--- src/rtl/pds_pkg.sv ---
// Package for the power domain sequencer.
// Holds the sequencer state encoding and small elaboration helpers.
package pds_pkg;

    typedef enum logic [3:0] {
        ST_IDLE,
        ST_HEAD,
        ST_STEP,
        ST_STEP_WAIT,
        ST_TAIL,
        ST_SWITCH,
        ST_SW_WAIT,
        ST_CLK_OFF,
        ST_RST_SET,
        ST_ISO_CLR,
        ST_RST_CLR,
        ST_CLK_MAIN,
        ST_CLK_BUS
    } seq_state_e;

    // Larger of two wait lengths, used to size the shared counter.
    function automatic int unsigned max2(int unsigned a, int unsigned b);
        return (a > b) ? a : b;
    endfunction

endpackage

--- src/rtl/pds_tick_timer.sv ---
// Shared wait counter for the power domain sequencer.
// Loaded with a tick count when a wait starts, decremented on each tick
// while a wait state is active; expire_o flags the tick that ends the wait.
// Assumes load values are at least 1 and load wins over decrement.
module pds_tick_timer #(
    parameter int CNT_W = 15
) (
    input  logic             clk_i,
    input  logic             rst_ni,
    input  logic             load_i,
    input  logic [CNT_W-1:0] load_val_i,
    input  logic             run_i,
    input  logic             tick_i,
    output logic             expire_o
);

    logic [CNT_W-1:0] cnt_q;

    // Purpose: hold the remaining tick count of the current wait.
    always_ff @(posedge clk_i) begin
        if (!rst_ni) begin
            cnt_q <= '0;
        end else if (load_i) begin
            cnt_q <= load_val_i;
        end else if (run_i && tick_i && cnt_q != '0) begin
            cnt_q <= cnt_q - 1'b1;
        end
    end

    assign expire_o = run_i && tick_i && (cnt_q == CNT_W'(1));


    cnt_live_chk: assert property (@(posedge clk_i) disable iff (!rst_ni)
        run_i |-> (cnt_q != '0));


    no_tick_hold_chk: assert property (@(posedge clk_i) disable iff (!rst_ni)
        (run_i && !tick_i && !load_i) |=> $stable(cnt_q));

endmodule

--- src/rtl/pds_group_mask.sv ---
// Memory group decoder for the power domain sequencer.
// Turns a step index into the set of power-down bits touched by that step:
// two-bit pairs across the banks first, then single auxiliary bits.
// Assumes idx_i never exceeds the last group index.
module pds_group_mask #(
    parameter int MEM_W     = 72,
    parameter int PAIR_BITS = 64,
    parameter int GRP_W     = 2,
    parameter int IDX_W     = 6
) (
    input  logic [IDX_W-1:0] idx_i,
    output logic [MEM_W-1:0] mask_o
);

    localparam int PAIR_GROUPS = PAIR_BITS / GRP_W;

    // Purpose: one comparator per bit selects that bit's owning step.
    for (genvar b = 0; b < MEM_W; b++) begin : g_bit
        if (b < PAIR_BITS) begin : g_pair
            assign mask_o[b] = (idx_i == IDX_W'(b / GRP_W));
        end else begin : g_aux
            assign mask_o[b] = (idx_i == IDX_W'(PAIR_GROUPS + b - PAIR_BITS));
        end
    end

endmodule

--- src/rtl/pwr_dom_seq.sv ---
// Power domain sequencer top.
// Runs the power-off order (isolate, memories down by group, switch off,
// long settle, clocks off) and the power-on order (switch on, memories up
// by group, reset around isolation release, main clock then bus clock).
// Assumes requests are one-cycle pulses, tick_i is synchronous to clk_i
// and boot_on_i is stable while rst_ni is low.
module pwr_dom_seq
    import pds_pkg::*;
#(
    parameter int BANK_W       = 32,
    parameter int GRP_W        = 2,
    parameter int AUX_CTRL     = 8,
    parameter bit EXT_BANK     = 1'b0,
    parameter int HEAD_TICKS   = 20,
    parameter int STEP_TICKS   = 5,
    parameter int TAIL_TICKS   = 20,
    parameter int SWITCH_TICKS = 20000,
    localparam int NBANK       = EXT_BANK ? 3 : 2,
    localparam int MEM_W       = NBANK * BANK_W + AUX_CTRL
) (
    input  logic             clk_i,
    input  logic             rst_ni,
    input  logic             boot_on_i,
    input  logic             tick_i,
    input  logic             req_on_i,
    input  logic             req_off_i,
    output logic             pwr_down_o,
    output logic             iso_o,
    output logic [MEM_W-1:0] mem_pd_o,
    output logic             reset_o,
    output logic             clk_main_en_o,
    output logic             clk_bus_en_o,
    output logic             dom_on_o,
    output logic             busy_o,
    output logic             done_o
);

    localparam int PAIR_BITS = NBANK * BANK_W;
    localparam int NGRP      = PAIR_BITS / GRP_W + AUX_CTRL;
    localparam int IDX_W     = $clog2(NGRP);
    localparam int MAXT      = int'(max2(max2(HEAD_TICKS, STEP_TICKS),
                                         max2(TAIL_TICKS, SWITCH_TICKS)));
    localparam int CNT_W     = $clog2(MAXT + 1);
    localparam logic [IDX_W-1:0] LAST_IDX = IDX_W'(NGRP - 1);

    seq_state_e       state_q;
    logic             dir_off_q;
    logic [IDX_W-1:0] idx_q;
    logic             pwr_down_q, iso_q, rst_q, cm_q, cb_q, done_q;
    logic [MEM_W-1:0] mem_q;
    logic [MEM_W-1:0] grp_mask;
    logic             want_off, want_on;
    logic             tmr_load, tmr_run, tmr_expire;
    logic [CNT_W-1:0] tmr_val;

    pds_group_mask #(
        .MEM_W     (MEM_W),
        .PAIR_BITS (PAIR_BITS),
        .GRP_W     (GRP_W),
        .IDX_W     (IDX_W)
    ) u_mask (
        .idx_i  (idx_q),
        .mask_o (grp_mask)
    );

    pds_tick_timer #(
        .CNT_W (CNT_W)
    ) u_timer (
        .clk_i      (clk_i),
        .rst_ni     (rst_ni),
        .load_i     (tmr_load),
        .load_val_i (tmr_val),
        .run_i      (tmr_run),
        .tick_i     (tick_i),
        .expire_o   (tmr_expire)
    );

    // Purpose: decide which request, if any, starts a sequence this cycle.
    always_comb begin
        want_off = (state_q == ST_IDLE) && req_off_i && !pwr_down_q;
        want_on  = (state_q == ST_IDLE) && !req_off_i && req_on_i && pwr_down_q;
    end

    // Purpose: pick the wait length to load and mark the waiting states.
    always_comb begin
        tmr_load = 1'b0;
        tmr_val  = '0;
        tmr_run  = (state_q == ST_HEAD) || (state_q == ST_STEP_WAIT) ||
                   (state_q == ST_TAIL) || (state_q == ST_SW_WAIT);
        case (state_q)
            ST_IDLE: begin
                if (want_off || want_on) begin
                    tmr_load = 1'b1;
                    tmr_val  = CNT_W'(HEAD_TICKS);
                end
            end
            ST_STEP: begin
                tmr_load = 1'b1;
                tmr_val  = CNT_W'(STEP_TICKS);
            end
            ST_STEP_WAIT: begin
                if (tmr_expire && idx_q == LAST_IDX) begin
                    tmr_load = 1'b1;
                    tmr_val  = CNT_W'(TAIL_TICKS);
                end
            end
            ST_SWITCH: begin
                tmr_load = 1'b1;
                tmr_val  = CNT_W'(SWITCH_TICKS);
            end
            default: ;
        endcase
    end

    // Purpose: sequencer state and all registered domain controls.
    always_ff @(posedge clk_i) begin
        if (!rst_ni) begin
            state_q    <= ST_IDLE;
            dir_off_q  <= 1'b0;
            idx_q      <= '0;
            pwr_down_q <= !boot_on_i;
            iso_q      <= !boot_on_i;
            mem_q      <= {MEM_W{!boot_on_i}};
            rst_q      <= 1'b0;
            cm_q       <= boot_on_i;
            cb_q       <= boot_on_i;
            done_q     <= 1'b0;
        end else begin
            done_q <= 1'b0;
            case (state_q)
                ST_IDLE: begin
                    idx_q <= '0;
                    if (req_off_i) begin
                        if (pwr_down_q) begin
                            done_q <= 1'b1;
                        end else begin
                            dir_off_q <= 1'b1;
                            iso_q     <= 1'b1;
                            state_q   <= ST_HEAD;
                        end
                    end else if (req_on_i) begin
                        if (!pwr_down_q) begin
                            done_q <= 1'b1;
                        end else begin
                            dir_off_q  <= 1'b0;
                            pwr_down_q <= 1'b0;
                            state_q    <= ST_HEAD;
                        end
                    end
                end
                ST_HEAD: if (tmr_expire) state_q <= ST_STEP;
                ST_STEP: begin
                    mem_q   <= dir_off_q ? (mem_q | grp_mask) : (mem_q & ~grp_mask);
                    state_q <= ST_STEP_WAIT;
                end
                ST_STEP_WAIT: begin
                    if (tmr_expire) begin
                        if (idx_q == LAST_IDX) begin
                            state_q <= ST_TAIL;
                        end else begin
                            idx_q   <= idx_q + 1'b1;
                            state_q <= ST_STEP;
                        end
                    end
                end
                ST_TAIL: if (tmr_expire) state_q <= dir_off_q ? ST_SWITCH : ST_RST_SET;
                ST_SWITCH: begin
                    pwr_down_q <= 1'b1;
                    state_q    <= ST_SW_WAIT;
                end
                ST_SW_WAIT: if (tmr_expire) state_q <= ST_CLK_OFF;
                ST_CLK_OFF: begin
                    cm_q    <= 1'b0;
                    cb_q    <= 1'b0;
                    done_q  <= 1'b1;
                    state_q <= ST_IDLE;
                end
                ST_RST_SET: begin
                    rst_q   <= 1'b1;
                    state_q <= ST_ISO_CLR;
                end
                ST_ISO_CLR: begin
                    iso_q   <= 1'b0;
                    state_q <= ST_RST_CLR;
                end
                ST_RST_CLR: begin
                    rst_q   <= 1'b0;
                    state_q <= ST_CLK_MAIN;
                end
                ST_CLK_MAIN: begin
                    cm_q    <= 1'b1;
                    state_q <= ST_CLK_BUS;
                end
                ST_CLK_BUS: begin
                    cb_q    <= 1'b1;
                    done_q  <= 1'b1;
                    state_q <= ST_IDLE;
                end
                default: state_q <= ST_IDLE;
            endcase
        end
    end

    assign pwr_down_o    = pwr_down_q;
    assign iso_o         = iso_q;
    assign mem_pd_o      = mem_q;
    assign reset_o       = rst_q;
    assign clk_main_en_o = cm_q;
    assign clk_bus_en_o  = cb_q;
    assign dom_on_o      = !pwr_down_q;
    assign busy_o        = (state_q != ST_IDLE);
    assign done_o        = done_q;


    mem_iso_chk: assert property (@(posedge clk_i) disable iff (!rst_ni)
        (mem_q != $past(mem_q)) |-> iso_q);


    step_width_chk: assert property (@(posedge clk_i) disable iff (!rst_ni)
        $countones(mem_q ^ $past(mem_q)) <= GRP_W);


    iso_rel_rst_chk: assert property (@(posedge clk_i) disable iff (!rst_ni)
        $fell(iso_q) |-> rst_q);


    bus_after_main_chk: assert property (@(posedge clk_i) disable iff (!rst_ni)
        $rose(cb_q) |-> cm_q);


    done_pulse_chk: assert property (@(posedge clk_i) disable iff (!rst_ni)
        done_q |=> !done_q);


    done_idle_chk: assert property (@(posedge clk_i) disable iff (!rst_ni)
        done_q |-> (state_q == ST_IDLE));

endmodule

--- config.mk ---
export PLATFORM = sky130hd
export DESIGN_NAME = pwr_dom_seq
export DESIGN_NICKNAME = d
export VERILOG_FILES = /design/src/rtl/pds_pkg.sv /design/src/rtl/pds_tick_timer.sv /design/src/rtl/pds_group_mask.sv /design/src/rtl/pwr_dom_seq.sv
export SDC_FILE = /design/constraint.sdc
export NUM_CORES = 1
export LEC_CHECK = 0
export ABC_CLOCK_PERIOD_IN_PS = 3500
export BUFFER_PORTS_ARGS = -buffer_cell sky130_fd_sc_hd__buf_4
export CAP_MARGIN = 20
export CORE_MARGIN = 2
export CORE_UTILIZATION = 58
export CTS_CLUSTER_DIAMETER = 100
export DETAILED_ROUTE_END_ITERATION = 10
export PLACE_DENSITY = 0.87
export SYNTH_ARGS = -nofsm -noshare
export SYNTH_HDL_FRONTEND = slang
export SYNTH_SLANG_ARGS = --single-unit
--- constraint.sdc ---
create_clock -name clk_i -period 3.5 [get_ports clk_i]
set_clock_uncertainty 0.15 [all_clocks]
set_input_delay 0.175 -clock clk_i [delete_from_list [all_inputs] [get_ports clk_i]]
set_output_delay 0.175 -clock clk_i [all_outputs]
set_load 0.03 [all_outputs]
* Word level (Yosys, flattened, before mapping) *
Index checks and enable logic that the tools add are counted.

operators by class
  add/subtract/negate cells = 2
  muxes and demuxes = 46
  bitwise logic cells = 3
  reduce and logical (&&, ||, !) cells = 32
  equal/unequal tests = 70

operators with widths
  operator                                                               number
  72-bit 2-to-1 mux                                                      3
  6-bit by 5-bit == test with 1-bit output (second input constant)       16
  72-bit AND                                                             1
  72-bit NOT                                                             1
  72-bit OR                                                              1
  15-bit one-hot mux with 4 select lines                                 1
  6-bit by 4-bit == test with 1-bit output (second input constant)       8
  6-bit == test (second input constant)                                  8
  4-bit one-hot mux with 11 select lines                                 1
  4-bit 2-to-1 mux                                                       9
  15-bit 2-to-1 mux                                                      2
  6-bit by 3-bit == test with 1-bit output (second input constant)       4
  3-bit != test (second input constant)                                  7
  4-bit == test (second input constant)                                  5
  1-bit 2-to-1 mux                                                       17
  4-bit by 3-bit == test with 1-bit output (second input constant)       4
  15-bit by 1-bit == test with 1-bit output (second input constant)      1
  15-bit nonzero test                                                    1
  15-bit by 1-bit subtractor with 15-bit output (second input constant)  1
  6-bit by 2-bit == test with 1-bit output (second input constant)       2
  6-bit 2-to-1 mux                                                       2
  2-bit != test (second input constant)                                  6
  3-bit by 1-bit != test with 1-bit output (second input constant)       4
  1-bit one-hot mux with 2 select lines                                  6
  other kinds (20)                                                       42

storage, ports and cells
  output and inout port bits = 80
  register bits = 104
  logic and storage cells = 164
  bits of input ports = 6

* Logic depth before layout (Yosys ltp) *
Gate-level depths: netlist (run 1).

  depth in word-level cells = 10
  gate-level depth with buffers = 8
  mapped depth without buffers = 8

* Modules after synthesis *
Synthesis (run 1) repeated with hierarchy kept, for this count alone.

second synthesis, totals
  cells, all modules = 668
  area total of the unflattened synthesis = 5997.0 um^2

by module, submodules not included
  module          sequential area each (um^2)  instances  cells an instance  area an instance (um^2)
  pwr_dom_seq     2542.4                       1          456                4476.8
  pds_tick_timer  300.3                        1          123                979.7
  pds_group_mask  0.0                          1          89                 540.5

* Worst setup path before layout (run 1) *
No wires, ideal clock.

  path kind = register -> register
  from = register u_timer.cnt_q[5]
  to = register u_timer.cnt_q[3]
  path buffers = 0
  setup time = 0.123 ns
  slack = 1.362 ns
  stages on the path, launching flop included = 7
  arrival time = 1.865 ns
  data required time = 3.227 ns
  clock period less this slack = 2.138 ns
  cell sequence = dfxtp_1 -> or4_4 -> nor4b_1 -> a211oi_1 -> nand2_1 -> xor2_1 -> nor2_1

between the ends
  cells in the longest elaborated chain, start to end = 6
  elaborated cells between the ends (all ways) = 9
  those cells by class = eq/ne: 1; mux: 3; reduce/logical: 5

RTL lines
  item                                                            RTL line              RTL
  start, declared                                                 pds_tick_timer.sv:17  logic [CNT_W-1:0] cnt_q;
  start signal, assigned                                          pds_tick_timer.sv:24  cnt_q <= load_val_i;
  start signal, assigned                                          pds_tick_timer.sv:26  cnt_q <= cnt_q - 1'b1;
  15-bit by 1-bit == test with 1-bit output                       pds_tick_timer.sv:30  assign expire_o = run_i && tick_i && (cnt_q == CNT_W'(1));
  1-bit logical AND                                               pds_tick_timer.sv:30
  1-bit logical AND                                               pwr_dom_seq.sv:102    if (tmr_expire && idx_q == LAST_IDX) begin
  1-bit 2-to-1 mux                                                pwr_dom_seq.sv:102
  1-bit one-hot mux with 3 select lines                           pwr_dom_seq.sv:90     case (state_q)
  15-bit 2-to-1 mux / 2-bit nonzero test (equally long branches)  -

Several ways; a longest one is shown, not always the timed one.
A chain may end at the register's enable or synchronous reset.

* Worst setup path in the final report (run 1) *
  from = register state_q[0]
  to = register idx_q[3]

between the ends
  cells in the longest elaborated chain, start to end = 8
  elaborated cells between the ends (all ways) = 15
  those cells by class = eq/ne: 6; mux: 1; reduce/logical: 8

RTL lines
  item                                                                                                         RTL line                               RTL
  start, declared                                                                                              pwr_dom_seq.sv:46                      seq_state_e state_q;
  start signal, assigned                                                                                       pwr_dom_seq.sv:166                     ST_TAIL: if (tmr_expire) state_q <= dir_off_q ? ST_SWITCH : ST_RST_SET;
  4-bit by 1-bit == test with 1-bit output / 4-bit by 2-bit == test with 1-bit output (equally long branches)  pwr_dom_seq.sv:88, pwr_dom_seq.sv:130
  1-bit logical OR (2 in a row)                                                                                pwr_dom_seq.sv:88                      tmr_run = (state_q == ST_HEAD) || (state_q == ST_STEP_WAIT) ||
  1-bit logical OR                                                                                             pwr_dom_seq.sv:89                      (state_q == ST_TAIL) || (state_q == ST_SW_WAIT);
  1-bit logical AND (2 in a row)                                                                               pds_tick_timer.sv:30
  2-bit != test (no line)                                                                                      -
  3-bit AND reduction (no line)                                                                                -
  end signal, assigned                                                                                         pwr_dom_seq.sv:161                     idx_q <= idx_q + 1'b1;
  end, declared                                                                                                pwr_dom_seq.sv:48                      logic [IDX_W-1:0] idx_q;

Several ways; a longest one is shown, not always the timed one.

==> implementation parameters, run 1 <==
Parameter                              Value

Worst setup path
  Sort of element at the start of the critical path    flip-flop
  Worst reg2reg path depth    5
  Capture instance of the worst register-to-register path    idx_q[3]$_SDFFE_PN0P_
  Required time of the critical path    around 3.6 ns
  Arrival @ worst endpoint    2.70 ns
  Chain of cells forming the critical path    nand2_1 > nor3_1 > nand4_1 > or3_1 > a21oi_1
  Reg-to-reg setup timing slack    0.94 ns
  Slowest-stage cell, CP    sky130_fd_sc_hd__dfxtp_1
  Setup Crit Path Kind    flip-flop to flip-flop
  Reg-to-reg startpoint    state_q[0]$_SDFFE_PN0P_
  Nature of the critical path endpoint    flip-flop
  Critical path's largest stage delay    0.75 ns
  Highest fanout seen on the critical path    20

Clock tree
  CTS Buf Count    9
  Count of cells resized by post-cts repair    0
  CTS tree    yes
  Clock insertion delay at the later pin of the skew report    0.36 ns
  Post CTS Setup Buffer Count    0
  Number of buffers inserted for hold repair after clock tree synthesis    1
  Num Clock Sinks    72
  Clock-pin slew reported for the worst setup and hold paths after clock tree synthesis    0.08 ns
  H-Tree Level Count    3
  Number of buffers on the longest clock path    2
  CTS Root Buffer Type    sky130_fd_sc_hd__clkbuf_8

Routing
  DR vias    3455
  Post-detailed-route via-to-cell ratio    roughly 6.1
  Initial detailed-routing violation count    339
  Number of remaining DRC errors    0
  Post-detailed-route count of antenna-violating nets    0
  Routed wire per std cell    16.3 µm
  Detailed Routing Iterations Pass 1    5
  Wire length reported by the detailed router    9260 µm

Timing
  Worst-Margin Slew    0.673 ns
  Hold Slack    0.0232 ns
  Minimum clock period    2.56 ns
  Setup repair after global routing missed its margin    false
  Slew Limit Headroom    a little over half
  Number of pins with negative max-slew slack in the final report    0
  Post-route setup slack    0.942 ns
  Final period util    approximately three quarters
  Final setup violation count    0
  Count of final hold-check violations    0
  Maximum clock frequency    just under 0.4 GHz
  Final setup TNS    0 ns

Final layout
  Ratio of cells with drive above 1 in the final layout    22.1%
  Count of fill cells added during filler insertion    525
  Nets@finish    between 400 and 500
  Diode count    0
  Growth of design area from synthesis to finish    15.2%

Power and ir drop
  Share of total power consumed by net switching    28.8%
  Share of power burned in the clock network    36.7%
  Cell Pwr Density    between 400 and 500 mW/mm²
  VDD IR-drop max    approximately 0.35 mV
  Cell Int Power    1.57 mW
  Flop pwr share    44.7%
  Leakage power summed over all cells    1.81 nW
  Relative contribution of combinational cells to total power    18.6%
  Net switching component of the power    0.636 mW

Global routing
  Overflow left after global routing    0
  Via count of the first global-routing pass    roughly 3000
  Wire length of the first global-routing pass    14400 µm
  Antenna violations before repair    0
  Pin count of the biggest net entering global routing    74
  Overall fraction of global-route tracks in use    ~24%

Yosys
  Count of yosys warnings during synthesis    0
  Number of synthesized flops with an enable pin    44
  Proportion of netlist area held by the largest area contributor    32.6%
  Number of distinct library cells after synthesis    50
  Fraction of registers with async set or reset after synthesis    0%
  Sequential area share after synthesis    46.5%
  Post-Syn Nets    between 400 and 500
  Primary FF master, synth    sky130_fd_sc_hd__edfxtp_1
  Ranking of synthesized cells by area    sky130_fd_sc_hd__edfxtp_1 33%, sky130_fd_sc_hd__dfxtp_1 14%, sky130_fd_sc_hd__o21ai_0 12%, sky130_fd_sc_hd__buf_4 6.1%, sky130_fd_sc_hd__nand2_1 4.0%
  FF+latch count, synth    roughly 70
  Top cell type by total area after synthesis    sky130_fd_sc_hd__edfxtp_1
  Post-Syn Area    between 0.004 and 0.005 mm²
  Post-synthesis instance total    about 440
  Average size of a mapped cell    9.14 µm²

Floorplanning
  Effective utilization at floorplan    59.9%
  Full die area    0.00767 mm²
  Chip height    between 80 and 90 µm
  Area inside the core boundary    0.00676 mm²
  Number of ports placed on the die boundary    86
  Horiz. Die Dim    just under 90 µm
  Std cell rows    30

Outcome
  Status    completed

Hold path
  Worst Hold Launch    req_on_i
  Worst hold path type    primary input to flip-flop
  Worst min-delay path endpoint    dir_off_q$_SDFFE_PN0P_
  Depth of the worst hold-timing path    4

Run
  Max-cap viol count    0

Placement
  Routability congestion estimate from global placement    0.945
  Worst Setup Slack post-DPL    1.01 ns
  Quantity of I/O buffers inserted on ports    85
  Detail Placement HPWL    6410 µm
power groups by stage:
stage	clock network (mW)	logic [mW]	registers, mW
after floorplan	0	0.246	1.07
after global placement	0	0.395	1.00
after detailed placement	0	0.405	1.01
after CTS	0.818	0.408	0.988
after global routing	0.846	0.440	0.993
final	0.810	0.410	0.988
Yosys cell counts (all sizes together), types with 4 or more instances:
| library cell | instances |
|---|---|
| nand2b | 5 |
| or3 | 6 |
| clkbuf | 16 |
| buf | 39 |
| xnor2 | 6 |
| dfxtp | 28 |
| nor2 | 29 |
| edfxtp | 44 |
| nand2 | 43 |
| o21ai | 98 |
| a21oi | 10 |
| ha | 9 |
| a211oi | 4 |
| xor2 | 9 |
| nand4 | 6 |
| nand3 | 17 |
| nor4 | 7 |
| inv | 11 |
| and2 | 7 |
| nor2b | 9 |
| nor3 | 8 |
how the worst max path moves through the flow:
stage | from | endpoint | slack, ns | cells past startpoint
2_1_floorplan | u_timer.cnt_q[5]$_SDFFE_PN0P_ | u_timer.cnt_q[3]$_SDFFE_PN0P_ | 1.36 | 6
3_3_place_gp | state_q[2]$_SDFFE_PN0P_ | u_timer.cnt_q[5]$_SDFFE_PN0P_ | 1.07 | 7
3_5_place_dp | state_q[2]$_SDFFE_PN0P_ | idx_q[3]$_SDFFE_PN0P_ | 1.01 | 5
4_1_cts | state_q[2]$_SDFFE_PN0P_ | idx_q[3]$_SDFFE_PN0P_ | 0.98 | 5
5_1_grt | state_q[2]$_SDFFE_PN0P_ | idx_q[3]$_SDFFE_PN0P_ | 0.74 | 5
6_report | state_q[0]$_SDFFE_PN0P_ | idx_q[3]$_SDFFE_PN0P_ | 0.94 | 5
through the flow:
stage | cell area [µm²] | instances | total power, mW | utilization [%]
after global routing | 4670 | 569 | 2.28 | 69.1
final | 4670 | 569 | 2.21 | 69.1
after floorplan | 4050 | 443 | 1.31 | -
after detailed placement | 4410 | 552 | 1.41 | 65.3
after CTS | 4670 | 569 | 2.21 | 69.1
after global placement | 4410 | 552 | 1.40 | 65.3
area by class of cell:
| cell class | count | area, µm² | area share [%] |
|---|---|---|---|
| multi-input combinational | 304 | 1750 | 37.5 |
| timing repair buffer | 86 | 648 | 13.9 |
| inverter | 11 | 41.3 | 0.885 |
| sequential | 72 | 1880 | 40.3 |
| tap | 80 | 100 | 2.15 |
| clock inverter | 6 | 115 | 2.47 |
| clock buffer | 10 | 128 | 2.74 |
cell usage in the layout, fill, tap and decap left out, types with 5 or more instances in the layout:
cell type and instances:
sky130_fd_sc_hd__ha_1 9, sky130_fd_sc_hd__nor2_1 29, sky130_fd_sc_hd__inv_1 11, sky130_fd_sc_hd__nand4_1 6, sky130_fd_sc_hd__o21ai_0 98, sky130_fd_sc_hd__nor3_1 8, sky130_fd_sc_hd__clkbuf_8 9, sky130_fd_sc_hd__dfxtp_1 28
sky130_fd_sc_hd__nand2_1 43, sky130_fd_sc_hd__nor4_1 5, sky130_fd_sc_hd__xor2_1 9, sky130_fd_sc_hd__xnor2_1 6, sky130_fd_sc_hd__a21oi_1 10, sky130_fd_sc_hd__nand3_1 17, sky130_fd_sc_hd__nor2b_1 9, sky130_fd_sc_hd__buf_4 85
sky130_fd_sc_hd__and2_1 7, sky130_fd_sc_hd__nand2b_1 5, sky130_fd_sc_hd__edfxtp_1 44
worst max-delay path, delay by kind of cell (launching register included):
family | cells | cell delay (ns)
AOI/OAI and AO/OA | 1 | 0.14
DFF | 1 | 0.75
and+or+nand+nor | 4 | 1.45
per-layer routing:
metal  global-route usage (%)  up-vias  routed length (µm)
met2                     41.1      194                4670
met3                     4.43       18                 798
met4                     12.2        0                 214
li1                         -     1635                   -
met1                     30.0     1608                3570
met5                        0        -                   0
cell families (layout without fill, tap and decap cells):
group	count (synthesis)	in the layout	synth area share (%)
compound gates	126	126	17.0
buf+inv	67	113	10.3
flops	72	72	46.5
xor+xnor	15	15	3.24
mux	2	2	0.494
simple gates	152	152	19.8
fa+ha+maj	9	9	2.78
Power figures use the tool's default switching activity.
==> run 2, diff against run 1 <==
--- a/config.mk
+++ b/config.mk
@@ -5,14 +5,14 @@
 export SDC_FILE = /design/constraint.sdc
 export NUM_CORES = 1
 export LEC_CHECK = 0
-export ABC_CLOCK_PERIOD_IN_PS = 3500
+export ABC_CLOCK_PERIOD_IN_PS = 2250
 export BUFFER_PORTS_ARGS = -buffer_cell sky130_fd_sc_hd__buf_4
 export CAP_MARGIN = 20
 export CORE_MARGIN = 2
-export CORE_UTILIZATION = 58
+export CORE_UTILIZATION = 49
 export CTS_CLUSTER_DIAMETER = 100
 export DETAILED_ROUTE_END_ITERATION = 10
-export PLACE_DENSITY = 0.87
+export PLACE_DENSITY = 0.79
 export SYNTH_ARGS = -nofsm -noshare
 export SYNTH_HDL_FRONTEND = slang
 export SYNTH_SLANG_ARGS = --single-unit
==> constraint.sdc (replaced) <==
create_clock -name clk_i -period 2.25 [get_ports clk_i]
set_clock_uncertainty 0.15 [all_clocks]
set_input_delay 0.1125 -clock clk_i [delete_from_list [all_inputs] [get_ports clk_i]]
set_output_delay 0.1125 -clock clk_i [all_outputs]
set_load 0.03 [all_outputs]
==> implementation parameters, run 2 (same netlist as run 1, synthesis figures left out) <==
Parameter                              Value

Floorplanning
  Horiz. Die Dim    around 95 µm
  Std cell rows    33
  Number of ports placed on the die boundary    86
  Full die area    0.00901 mm²
  Effective utilization at floorplan    50.0%
  Chip height    94.9 µm
  Area inside the core boundary    0.00809 mm²

Final layout
  Most common library cell in the layout ignoring fill and taps    sky130_fd_sc_hd__buf_4
  Sequential Area    between 0.0015 and 0.002 mm²
  Growth of design area from synthesis to finish    23.4%
  Leading cell types in the layout, fill and taps excluded    112 x sky130_fd_sc_hd__buf_4, 97 x sky130_fd_sc_hd__o21ai_0, 44 x sky130_fd_sc_hd__edfxtp_1, 40 x sky130_fd_sc_hd__nand2_1, 28 x sky130_fd_sc_hd__nor2_1
  Final design instance area without fill    0.00499 mm²
  Fin util    61.7%
  Diode count    0
  Ratio of cells with drive above 1 in the final layout    between 20% and 30%
  Nets@finish    528
  Multi-input combinational cell area    roughly 0.0018 mm²
  Final cell count without fillers    623
  Count of fill cells added during filler insertion    690

Placement
  Placed Instance Area    about 0.0046 mm²
  Routability congestion estimate from global placement    ~0.97
  Count of placed standard cells including taps    approximately 600
  Quantity of I/O buffers inserted on ports    85
  Detail Placement HPWL    6690 µm

Global routing
  Via count of the first global-routing pass    ~3200
  Highest-utilization routing layer at the global route stage    met2
  Pin count of the biggest net entering global routing    58
  Wire length of the first global-routing pass    between 15000 and 20000 µm
  Overall fraction of global-route tracks in use    around a fifth
  Met3 usage    3.99%
  Met1 demand-to-capacity share in global routing    27.0%
  Overflow left after global routing    0
  Antenna violations before repair    0
  Global-route met2 utilization    35.4%

Routing
  Wire length reported by the detailed router    9580 µm
  Number of remaining DRC errors    0
  DR vias    ~3600
  Detailed Routing Iterations Pass 1    5
  Routed wire per std cell    around 15 µm
  Post-detailed-route count of antenna-violating nets    0
  Post-detailed-route via-to-cell ratio    5.70
  Initial detailed-routing violation count    223

Power and ir drop
  Net switching component of the power    1.01 mW
  Share of power burned in the clock network    35.8%
  Flop pwr share    43.8%
  Overall power    3.49 mW
  Cell Pwr Density    699 mW/mm²
  Share of total power consumed by net switching    29.0%
  Leakage power summed over all cells    1.98 nW
  Relative contribution of combinational cells to total power    just over 20%
  Cell Int Power    2.48 mW
  VDD IR-drop max    0.439 mV

Hold path
  Worst hold path type    primary input to flip-flop
  Worst Hold Launch    boot_on_i

Timing
  Number of pins with negative max-slew slack in the final report    0
  Worst-Margin Slew    0.613 ns
  Setup repair after global routing missed its margin    true
  Maximum clock frequency    0.447 GHz
  Final setup violation count    0
  Count of final hold-check violations    0
  Slew Limit Headroom    59.1%
  Minimum clock period    approximately 2.2 ns
  Final period util    99.5%

Worst setup path
  Sort of element at the start of the critical path    flip-flop
  Nature of the critical path endpoint    flip-flop
  Required time of the critical path    2.40 ns
  Reg-to-reg startpoint    u_timer.cnt_q[6]$_SDFFE_PN0P_
  Launching element of the worst setup path    u_timer.cnt_q[6]$_SDFFE_PN0P_
  Arrival @ worst endpoint    2.38 ns
  Highest fanout seen on the critical path    5
  Setup Crit Path Kind    flip-flop to flip-flop

Outcome
  Status    completed

Clock tree
  H-Tree Level Count    3
  CTS Root Buffer Type    sky130_fd_sc_hd__clkbuf_8
  Num Clock Sinks    72
  Clock-pin slew reported for the worst setup and hold paths after clock tree synthesis    0.08 ns
  Clock insertion delay at the later pin of the skew report    0.36 ns
  CTS Buf Count    9
  Number of buffers on the longest clock path    2
  CTS tree    yes

Run
  Max-cap viol count    0
run 2: cell types whose count changed in the layout (fill, tap and decap cells not counted), sizes merged:
cell	delta
clkbuf	-1
dlygate4sd3	+1
inv	-1
buf	+28
clkinv	+2
run 2: area by class of cell:
cell class,instances,share of cell area [%]
Multi-Input combinational cell,304,36.5
Timing Repair Buffer,115,17.5
Clock buffer,9,2.48
Inverter,11,0.827
Clock inverter,7,2.35
Tap cell,105,2.63
Sequential cell,72,37.8
run 2: stage by stage:
stage	TNS [ns]	setup slack (ns)	hold slack [ns]
global route	-0.409	-0.0765	0.118
detailed placement	0	0.00484	0.330
finish	0	0.0117	0.0739
CTS	0	0.0220	0.0747
floorplan	0	0.112	0.150
global placement	0	0.0835	0.294
run 2: power groups by stage:
stage,logic [mW],clock network (mW),registers [mW]
floorplan,0.383,0,1.66
global placement,0.662,0,1.55
detailed placement,0.671,0,1.56
CTS,0.681,1.25,1.53
global route,0.767,1.32,1.54
finish,0.715,1.25,1.53
run 2: what timing repair did:
item | CTS | global route
setup endpoints to repair | 3 | 51
pin swaps | 0 | 10
buffers inserted | 0 | 7
resized for setup | 3 | 19
hold buffers | 2 | 0
endpoints found under the hold margin | 1 | 0
cloned | 0 | 0
run 2: layer usage:
layer  wire (µm)  vias to the layer above
li1            -                     1690
met1        3850                     1693
met2        4850                      151
met3         680                       20
met4         204                        0
met5           0                        -
run 2: worst max-delay path, stage by stage (launching register included):
cell	delay [ns]
sky130_fd_sc_hd__dfxtp_4	0.35
sky130_fd_sc_hd__or4_4	0.55
sky130_fd_sc_hd__nor4_4	0.27
sky130_fd_sc_hd__nand4_1	0.23
sky130_fd_sc_hd__buf_4	0.20
sky130_fd_sc_hd__or3_1	0.30
sky130_fd_sc_hd__a21oi_1	0.12
run 2: final timing paths:
check	to	slack [ns]	depth (start not counted)
worst max-delay path	idx_q[3]$_SDFFE_PN0P_	0.01	6
worst min register to register	reset_o$_SDFFE_PN0P_	0.36	1
worst max register to register	idx_q[3]$_SDFFE_PN0P_	0.01	6
worst min-delay path	iso_o$_DFFE_PP_	0.07	3
==> run 3, diff against run 2 <==
--- a/config.mk
+++ b/config.mk
@@ -12,7 +12,9 @@
 export CORE_UTILIZATION = 49
 export CTS_CLUSTER_DIAMETER = 100
 export DETAILED_ROUTE_END_ITERATION = 10
+export HOLD_SLACK_MARGIN = 0.1
 export PLACE_DENSITY = 0.79
+export SLEW_MARGIN = 20
 export SYNTH_ARGS = -nofsm -noshare
 export SYNTH_HDL_FRONTEND = slang
 export SYNTH_SLANG_ARGS = --single-unit
==> implementation parameters, run 3 (same netlist as run 1, synthesis figures left out) <==
Parameter                              Value

Outcome
  Status    completed

Timing
  Worst-Margin Slew    0.607 ns
  Slew Limit Headroom    roughly 60%
  Maximum clock frequency    roughly 0.45 GHz
  Number of pins with negative max-slew slack in the final report    0
  Setup repair after global routing missed its margin    true
  Count of final hold-check violations    0
  Final period util    approximately 99%
  Hold Slack    ~0.28 ns
  Post-route setup slack    0.0113 ns
  Final setup violation count    0
  Minimum clock period    2.24 ns

Floorplanning
  Effective utilization at floorplan    50.0%
  Horiz. Die Dim    94.9 µm
  Area inside the core boundary    0.00809 mm²
  Chip height    94.9 µm
  Number of ports placed on the die boundary    86
  Full die area    0.00901 mm²
  Std cell rows    33

Worst setup path
  Arrival @ worst endpoint    2.38 ns
  Top Family by Delay on Critical Path    simple AND/OR/NAND/NOR gates
  Sort of element at the start of the critical path    flip-flop
  Chain of cells forming the critical path    or4_4 > nor4_4 > nand4_1 > buf_4 > or3_1 > a21oi_1
  Nature of the critical path endpoint    flip-flop
  Highest fanout seen on the critical path    5
  Slowest-stage cell, CP    sky130_fd_sc_hd__or4_4
  Required time of the critical path    2.39 ns
  Setup Crit Path Kind    flip-flop to flip-flop
  Buffering stage count on the worst path with inverters included    1
  Critical path's largest stage delay    about 0.55 ns

Global routing
  Overflow left after global routing    0
  Wire length of the first global-routing pass    15100 µm
  Pin count of the biggest net entering global routing    58
  Overall fraction of global-route tracks in use    21.6%
  Antenna violations before repair    0
  Via count of the first global-routing pass    3249

Placement
  Detail Placement HPWL    6690 µm
  Routability congestion estimate from global placement    0.974
  Worst Setup Slack post-DPL    between 0.004 and 0.005 ns
  Quantity of I/O buffers inserted on ports    85
  Placed Instance Area    0.00460 mm²

Routing
  Detailed Routing Iterations Pass 1    4
  Post-detailed-route count of antenna-violating nets    0
  Post-detailed-route via-to-cell ratio    5.67
  Number of remaining DRC errors    0
  DR vias    3542
  Wire length reported by the detailed router    9650 µm
  Initial detailed-routing violation count    220
  Routed wire per std cell    15.4 µm

Final layout
  Leading cell types in the layout, fill and taps excluded    112 x sky130_fd_sc_hd__buf_4, 97 x sky130_fd_sc_hd__o21ai_0, 44 x sky130_fd_sc_hd__edfxtp_1, 40 x sky130_fd_sc_hd__nand2_1, 28 x sky130_fd_sc_hd__nor2_1
  Nets@finish    530
  Count of fill cells added during filler insertion    686
  Diode count    0
  Ratio of cells with drive above 1 in the final layout    approximately 30%
  Final design instance area without fill    0.00501 mm²
  Most common library cell in the layout ignoring fill and taps    sky130_fd_sc_hd__buf_4
  Growth of design area from synthesis to finish    23.9%

Power and ir drop
  Cell Pwr Density    between 600 and 700 mW/mm²
  Overall power    3.50 mW
  Leakage power summed over all cells    1.99 nW
  VDD IR-drop max    0.439 mV

Clock tree
  Clock-pin slew reported for the worst setup and hold paths after clock tree synthesis    0.08 ns
  CTS Root Buffer Type    sky130_fd_sc_hd__clkbuf_8
  Number of buffers on the longest clock path    2
  Num Clock Sinks    72
  Clock insertion delay at the later pin of the skew report    0.36 ns
  CTS Buf Count    9
  CTS tree    yes
  H-Tree Level Count    3

Run
  Max-cap viol count    0

Hold path
  Worst hold path type    primary input to flip-flop
==> run 3: power breakdown <==
group          leakage (nW)  switching [mW]  total, mW  internal (mW)
logic                  1.21           0.450      0.717          0.267
clock network         0.120           0.514       1.25          0.737
registers             0.667          0.0508       1.53           1.48
==> run 3: area by class of cell <==
class                           instances  area, µm²  area share, %
Sequential cell                        72       1890           37.6
Tap cell                              105        131           2.62
Clock inverter                          7        118           2.35
Clock buffer                            9        124           2.47
Multi-Input combinational cell        304       1820           36.3
Inverter                               11       41.3          0.823
Timing Repair Buffer                  117        892           17.8
==> run 3: stage by stage <==
step	setup TNS [ns]	cells	util (%)
floorplan	0	443	-
global placement	0	598	56.9
detailed placement	0	598	56.9
CTS	0	618	60.5
global route	-0.412	625	62.0
finish	0	625	62.0
==> run 3: path summary, 6_finish.rpt <==
path	from	endpoint	slack, ns	depth (start not counted)
max	u_timer.cnt_q[6]$_SDFFE_PN0P_	idx_q[3]$_SDFFE_PN0P_	0.01	6
min	tick_i	u_timer.cnt_q[2]$_SDFFE_PN0P_	0.28	6
max reg2reg	u_timer.cnt_q[6]$_SDFFE_PN0P_	idx_q[3]$_SDFFE_PN0P_	0.01	6
min reg2reg	reset_o$_SDFFE_PN0P_	reset_o$_SDFFE_PN0P_	0.36	1
==> run 3: repair_timing <==
| action | CTS | global route |
|---|---|---|
| gates resized for setup | 3 | 19 |
| pin swaps | 0 | 10 |
| setup buffers | 0 | 7 |
| endpoints found under the hold margin | 5 | 0 |
| setup endpoints to repair | 3 | 51 |
| hold buffers | 4 | 0 |
==> run 3: tightest hold or removal path: cells and delay by family <==
family	cells	cell delay, ns
AO/OA/AOI/OAI	2	0.19
AND/OR/NAND/NOR	3	0.34
buffers and inverters	1	0.12
==> run 3: layer usage <==
| metal | track usage (%) | routed length (µm) | share of wire, % |
|---|---|---|---|
| met1 | 27.1 | 3960 | 41 |
| met2 | 36.1 | 4910 | 51 |
| met3 | 3.99 | 568 | 5.9 |
| met4 | 9.78 | 209 | 2.2 |
| met5 | 0 | 0 | 0 |
